**src/rtl/rsp_pkg.sv**
```systemverilog
// Package: shared tag codes, nesting levels and per-token actions for the
// row-sum projector. Assumes a 2-bit tag at the top of every token.
package rsp_pkg;

    typedef enum logic [1:0] {
        TAG_DATA  = 2'b00,
        TAG_OPEN  = 2'b01,
        TAG_CLOSE = 2'b10,
        TAG_RSVD  = 2'b11
    } tag_e;

    typedef enum logic [1:0] {
        LVL_IDLE  = 2'b00,
        LVL_FRAME = 2'b01,
        LVL_ROW   = 2'b10
    } lvl_e;

    typedef enum logic [2:0] {
        ACT_DROP        = 3'd0,
        ACT_OPEN_FRAME  = 3'd1,
        ACT_OPEN_ROW    = 3'd2,
        ACT_ADD         = 3'd3,
        ACT_CLOSE_ROW   = 3'd4,
        ACT_CLOSE_FRAME = 3'd5
    } act_e;

endpackage

```
**src/rtl/rsp_classify.sv**
```systemverilog
// Module: rsp_classify
// Maps the head token's tag and the current nesting level to an action,
// the next level and whether an output write is needed. Purely
// combinational. Anything out of place maps to a drop that keeps the level.
module rsp_classify
    import rsp_pkg::*;
(
    input  tag_e  tag,
    input  lvl_e  lvl,
    output act_e  act,
    output lvl_e  lvl_nxt,
    output logic  needs_out
);

    // Decode the action from the level and the tag
    always_comb begin
        act     = ACT_DROP;
        lvl_nxt = lvl;
        unique case (lvl)
            LVL_IDLE: begin
                if (tag == TAG_OPEN) begin
                    act     = ACT_OPEN_FRAME;
                    lvl_nxt = LVL_FRAME;
                end
            end
            LVL_FRAME: begin
                if (tag == TAG_OPEN) begin
                    act     = ACT_OPEN_ROW;
                    lvl_nxt = LVL_ROW;
                end else if (tag == TAG_CLOSE) begin
                    act     = ACT_CLOSE_FRAME;
                    lvl_nxt = LVL_IDLE;
                end
            end
            LVL_ROW: begin
                if (tag == TAG_DATA) begin
                    act = ACT_ADD;
                end else if (tag == TAG_CLOSE) begin
                    act     = ACT_CLOSE_ROW;
                    lvl_nxt = LVL_FRAME;
                end
            end
            default: begin
                act     = ACT_DROP;
                lvl_nxt = LVL_IDLE;
            end
        endcase
    end

    // Only frame open/close and row close write a token downstream
    always_comb begin
        needs_out = (act == ACT_OPEN_FRAME) || (act == ACT_CLOSE_FRAME) ||
                    (act == ACT_CLOSE_ROW);
    end

endmodule

```
**src/rtl/rsp_accum.sv**
```systemverilog
// Module: rsp_accum
// Row-sum register. Cleared when a row opens, adds one pixel per accepted
// data token and wraps modulo 2^SUM_W. Assumes SUM_W >= PIX_W.
module rsp_accum #(
    parameter int PIX_W = 8,
    parameter int SUM_W = 16
) (
    input  logic             clk,
    input  logic             rst_n,
    input  logic             clr,
    input  logic             add,
    input  logic [PIX_W-1:0] pix,
    output logic [SUM_W-1:0] sum
);

    localparam int PAD_W = SUM_W - PIX_W;

    logic [SUM_W-1:0] pix_ext;

    // Zero-extend the pixel to the accumulator width
    always_comb begin
        pix_ext = {{PAD_W{1'b0}}, pix};
    end

    // Hold, clear or accumulate the running row sum
    always_ff @(posedge clk) begin
        if (!rst_n) begin
            sum <= '0;
        end else if (clr) begin
            sum <= '0;
        end else if (add) begin
            sum <= sum + pix_ext;
        end
    end

endmodule

```
**src/rtl/rsp_emit.sv**
```systemverilog
// Module: rsp_emit
// Output token register. Builds the token for a frame open, a row close or
// a frame close and raises the write strobe for exactly one cycle. Assumes
// the caller fires only when the downstream FIFO has room.
module rsp_emit
    import rsp_pkg::*;
#(
    parameter int SUM_W = 16
) (
    input  logic             clk,
    input  logic             rst_n,
    input  logic             fire,
    input  act_e             act,
    input  logic [SUM_W-1:0] sum,
    output logic [SUM_W+1:0] out_tok,
    output logic             out_wr
);

    logic [SUM_W+1:0] tok_nxt;

    // Select the tag and payload for the action being written
    always_comb begin
        unique case (act)
            ACT_OPEN_FRAME:  tok_nxt = {TAG_OPEN,  {SUM_W{1'b0}}};
            ACT_CLOSE_FRAME: tok_nxt = {TAG_CLOSE, {SUM_W{1'b0}}};
            ACT_CLOSE_ROW:   tok_nxt = {TAG_DATA,  sum};
            default:         tok_nxt = {TAG_DATA,  {SUM_W{1'b0}}};
        endcase
    end

    // Register the token and pulse the write strobe
    always_ff @(posedge clk) begin
        if (!rst_n) begin
            out_tok <= '0;
            out_wr  <= 1'b0;
        end else begin
            out_wr <= fire;
            if (fire) begin
                out_tok <= tok_nxt;
            end
        end
    end

endmodule

```
**src/rtl/rowsum_projector.sv**
```systemverilog
// Module: rowsum_projector (top)
// Streams one frame of bracketed rows in and writes a bracketed list of row
// sums out. Every accepted token gets a one-cycle pop strobe followed by one
// idle cycle before the next head token is looked at. Assumes the upstream
// FIFO presents its head token on in_tok whenever in_empty is low.
module rowsum_projector
    import rsp_pkg::*;
#(
    parameter int PIX_W = 8,
    parameter int SUM_W = 16
) (
    input  logic             clk,
    input  logic             rst_n,
    input  logic             in_empty,
    input  logic [PIX_W+1:0] in_tok,
    output logic             in_rd,
    input  logic             out_full,
    output logic [SUM_W+1:0] out_tok,
    output logic             out_wr
);

    localparam int TOK_W = PIX_W + 2;

    tag_e       head_tag;
    logic [PIX_W-1:0] head_pix;
    lvl_e       lvl_q;
    lvl_e       lvl_nxt;
    act_e       act;
    logic       needs_out;
    logic       look;
    logic       take;
    logic [SUM_W-1:0] row_sum;

    // Split the head token into tag and pixel fields
    always_comb begin
        head_tag = tag_e'(in_tok[TOK_W-1 -: 2]);
        head_pix = in_tok[PIX_W-1:0];
    end

    rsp_classify u_classify (
        .tag       (head_tag),
        .lvl       (lvl_q),
        .act       (act),
        .lvl_nxt   (lvl_nxt),
        .needs_out (needs_out)
    );

    // Look at the head only outside the pop cycle; stall writes when full
    always_comb begin
        look = !in_empty && !in_rd;
        take = look && !(needs_out && out_full);
    end

    // Pop strobe and nesting level, both advanced only on an accepted token
    always_ff @(posedge clk) begin
        if (!rst_n) begin
            in_rd <= 1'b0;
            lvl_q <= LVL_IDLE;
        end else begin
            in_rd <= take;
            if (take) begin
                lvl_q <= lvl_nxt;
            end
        end
    end

    rsp_accum #(
        .PIX_W (PIX_W),
        .SUM_W (SUM_W)
    ) u_accum (
        .clk   (clk),
        .rst_n (rst_n),
        .clr   (take && (act == ACT_OPEN_ROW)),
        .add   (take && (act == ACT_ADD)),
        .pix   (head_pix),
        .sum   (row_sum)
    );

    rsp_emit #(
        .SUM_W (SUM_W)
    ) u_emit (
        .clk     (clk),
        .rst_n   (rst_n),
        .fire    (take && needs_out),
        .act     (act),
        .sum     (row_sum),
        .out_tok (out_tok),
        .out_wr  (out_wr)
    );

endmodule

```
**config.mk**
```make
export PLATFORM = sky130hd
export DESIGN_NAME = rowsum_projector
export DESIGN_NICKNAME = d
export VERILOG_FILES = /design/src/rtl/rsp_pkg.sv /design/src/rtl/rsp_classify.sv /design/src/rtl/rsp_accum.sv /design/src/rtl/rsp_emit.sv /design/src/rtl/rowsum_projector.sv
export SDC_FILE = /design/constraint.sdc
export NUM_CORES = 1
export LEC_CHECK = 0
export BUFFER_PORTS_ARGS = -buffer_cell sky130_fd_sc_hd__buf_2
export CORE_ASPECT_RATIO = 1.2
export CORE_MARGIN = 2
export CORE_UTILIZATION = 30
export CTS_CLUSTER_SIZE = 14
export DETAILED_ROUTE_END_ITERATION = 8
export GPL_TIMING_DRIVEN = 0
export PLACE_DENSITY = 0.47
export RECOVER_POWER = 50
export SLEW_MARGIN = 0
export SYNTH_ARGS = -nofsm -noshare
export SYNTH_HDL_FRONTEND = slang
export SYNTH_SLANG_ARGS = --single-unit
```
**constraint.sdc**
```tcl
create_clock -name clk -period 6.1 [get_ports clk]
set_input_delay 1.22 -clock clk [delete_from_list [all_inputs] [get_ports clk]]
set_output_delay 1.22 -clock clk [all_outputs]
set_load 0.1 [all_outputs]
```
==> out/results.tsv <==
metric	value	unit
result_of_the_run	completed	
swShare	0.2046	
synth_edf_count	0	
floorplan.die.height	91.22	um
place.port_buffers	33	
diodes	0	
clock_latency	0.29	ns
global_route_wire_length_before_repair	7527	um
place_congestion	0.7650	
globalRoute.totalOverflow	0	
synth_top_cells_by_area	sky130_fd_sc_hd__dfxtp_1 40%, sky130_fd_sc_hd__a21oi_1 6.3%, sky130_fd_sc_hd__a22oi_1 6.3%	
synth_top_area_cell	sky130_fd_sc_hd__dfxtp_1	
endpoint_kind	flip-flop	
max_slew.worst_pin.slew	1.186	ns
p_switching	0.1122	mW
fin_crit	3.097	ns
max_slew_margin	0.2129	
seq_power_share	0.455	
rsz0062_at_grt	false	
synth.ff_latch_count	38	
clock_sink_count	38	
yosysSeqAreaShare	0.4000	
achievable-frequency	322.8	MHz
detail_route.first_pass.iterations	4	
critical_path_arrival	3.32	ns
synthesized_cell_area	0.001902	sq mm
routed_wl_per_cell	13.36	um
maxCapViolCount	0	
crit_required	6.32	ns
timing.final.max_slew_violations	0	
design.final.nets	277	
ctsLongestPathBuffers	2	
finalWirelength	4504	um
post_cts_hold_buffer_count	0	
initial_utilization	0.3123	
tritoncts	yes	
synth_top_flop_cell	sky130_fd_sc_hd__dfxtp_1	
power_leakage	0.8085	nW
p_per_area	240.0	mW/mm^2
synthCells	214	
root_buffer	sky130_fd_sc_hd__clkbuf_8	
dieWidth	76.69	um
final.period_utilization	0.5078	
detailed_place_hpwl	3439	um
irDropWorstVdd	0.0001411	V
power.combinational.fraction	0.067	
synth.most_common_cell	sky130_fd_sc_hd__dfxtp_1	
clk_transition_reported_paths	0.08	ns
route.antenna.remaining_nets	0	
dr_total_vias	1641	
avgSynthCellArea	8.887	sq um
largest_net_degree_at_the_start_of_global_routing	13	
detail_route.drc_violations	0	
async_flop_share	0	
finalSetupViolCount	0	
core_region_area	0.006090	sq mm
antenna_found_initial	0	
synth_commonest_cells	38 x sky130_fd_sc_hd__dfxtp_1, 25 x sky130_fd_sc_hd__nand2_1, 24 x sky130_fd_sc_hd__a21oi_1	
placementRows	31	
setup.worst_path.start_class	primary input	
path_class	in -> reg	
floorplan.io_pins	34	
final-hold-violation-count	0	
post_synth_num_cell_types	46	
filler_cells_inserted	676	
cts_max_level	2	
tritoncts.num_buffers	5	
critical_path_peak_fanout	10	
die_area	0.006995	sq mm
power_report.internal_total	0.4364	mW
drive_gt1_frac	0.1216	
synthToLayoutAreaGrowth	20.20	%
netlist.area_leader.share	0.4000	
resized_gates_after_cts	0	
timing.hold.worst.class	reg -> reg	
ys.warnings.count	0	
route.detailed.vias_per_inst	4.869	
final.setup_skew	0.008128	ns
drt_first_iter_violations	60	
hold_slack	0.4643	ns
timing.setup.tns	0	ns
number_of_post_cts_setup_repair_buffers	0	
globalRouteTotalUtil	0.1342	
number_of_nets_in_the_synthesized_netlist	237	
first_global_vias	1598	
share_of_power_burned_in_the_clock_network	0.477	
[logic make-up (layout without fill, tap and decap cells)]
group	after synthesis	after routing	synth area share
simple gates	79	79	0.2401
compound gates	68	68	0.2296
flops	38	38	0.4000
buf+inv	12	53	0.02763
fa+ha+maj	9	9	0.06316
xor+xnor	4	4	0.01842
mux	4	4	0.02105
[registers in the layout (all words and copies together), names as in the netlist]
| signal | flops |
|---|---|
| in_rd | 1 |
| u_accum.sum | 16 |
| u_emit.out_wr | 1 |
| u_emit.out_tok | 18 |
| lvl_q | 2 |
[worst max-delay path: stages]
cell and delay [ns]:
sky130_fd_sc_hd__clkbuf_1 0.21, sky130_fd_sc_hd__nor2b_1 0.09, sky130_fd_sc_hd__and3b_1 0.19, sky130_fd_sc_hd__o21ai_0 0.80
sky130_fd_sc_hd__clkbuf_1 0.48, sky130_fd_sc_hd__a22oi_1 0.18, sky130_fd_sc_hd__nor2b_1 0.14
[per-stage QoR]
stage / power (mW) / cells / area, sq um / worst slack (ns) / util
5_1_grt: 0.5714 / 337 / 2286 / 2.700 / 0.3754
2_1_floorplan: 0.2811 / 214 / 1902 / 3.233 / -
3_3_place_gp: 0.2936 / 329 / 2170 / 2.880 / 0.3563
4_1_cts: 0.5554 / 337 / 2312 / 3.137 / 0.3797
6_report: 0.5487 / 337 / 2286 / 3.003 / 0.3754
3_5_place_dp: 0.2934 / 329 / 2170 / 2.838 / 0.3563
[final timing paths]
| check | startpoint | endpoint | slack (ns) | cells after the start |
|---|---|---|---|---|
| max reg2reg | lvl_q[1]$_SDFFE_PN0P_ | u_emit.out_tok[13]$_SDFFE_PN0P_ | 3.71 | 6 |
| min reg2reg | u_emit.out_tok[17]$_SDFFE_PN0P_ | u_emit.out_tok[17]$_SDFFE_PN0P_ | 0.46 | 2 |
| max | in_tok[8] | u_emit.out_tok[13]$_SDFFE_PN0P_ | 3.00 | 7 |
| min | u_emit.out_tok[17]$_SDFFE_PN0P_ | u_emit.out_tok[17]$_SDFFE_PN0P_ | 0.46 | 2 |
[cell type report]
type                    instances  area [sq um]  area share
multi-input cells             164          1089      0.4762
flip-flops and latches         38         760.7      0.3328
repair buffers                 33         138.9     0.06076
well taps                      82         102.6     0.04488
clock buffers                   6         82.58     0.03612
clock inverters                 2         60.06     0.02627
plain buffers                   8         37.54     0.01642
inverters                       4         15.01    0.006568
[power groups by stage]
stage	Sequential (mW)	Combinational (mW)	Clock, mW
3_5_place_dp	0.256	0.0378	0
6_report	0.250	0.0369	0.262
4_1_cts	0.250	0.0379	0.268
5_1_grt	0.250	0.0408	0.281
3_3_place_gp	0.256	0.0380	0
2_1_floorplan	0.262	0.0194	0
[layer usage]
| metal | routed length, um | track usage | vias up | share of wire |
|---|---|---|---|---|
| met5 | 0 | 0 | - | 0 |
| met1 | 2146 | 0.1647 | 755 | 0.48 |
| li1 | - | - | 855 | - |
| met2 | 2158 | 0.2303 | 26 | 0.48 |
| met3 | 150 | 0.03579 | 5 | 0.033 |
| met4 | 48 | 0.03636 | 0 | 0.011 |
[placed cells by master, fill, tap and decap left out, types with 4 or more instances in the layout]
master	count
sky130_fd_sc_hd__dfxtp_1	38
sky130_fd_sc_hd__clkbuf_1	28
sky130_fd_sc_hd__nand2_1	25
sky130_fd_sc_hd__a21oi_1	24
sky130_fd_sc_hd__nor2b_1	18
sky130_fd_sc_hd__a22oi_1	16
sky130_fd_sc_hd__buf_2	12
sky130_fd_sc_hd__o21ai_0	9
sky130_fd_sc_hd__ha_1	8
sky130_fd_sc_hd__clkbuf_8	6
sky130_fd_sc_hd__nor2_1	5
sky130_fd_sc_hd__nand2b_1	5
sky130_fd_sc_hd__xnor2_1	4
sky130_fd_sc_hd__or3_1	4
sky130_fd_sc_hd__inv_1	4
sky130_fd_sc_hd__mux2i_1	4
Note: power is estimated with default switching activity, not from simulation.
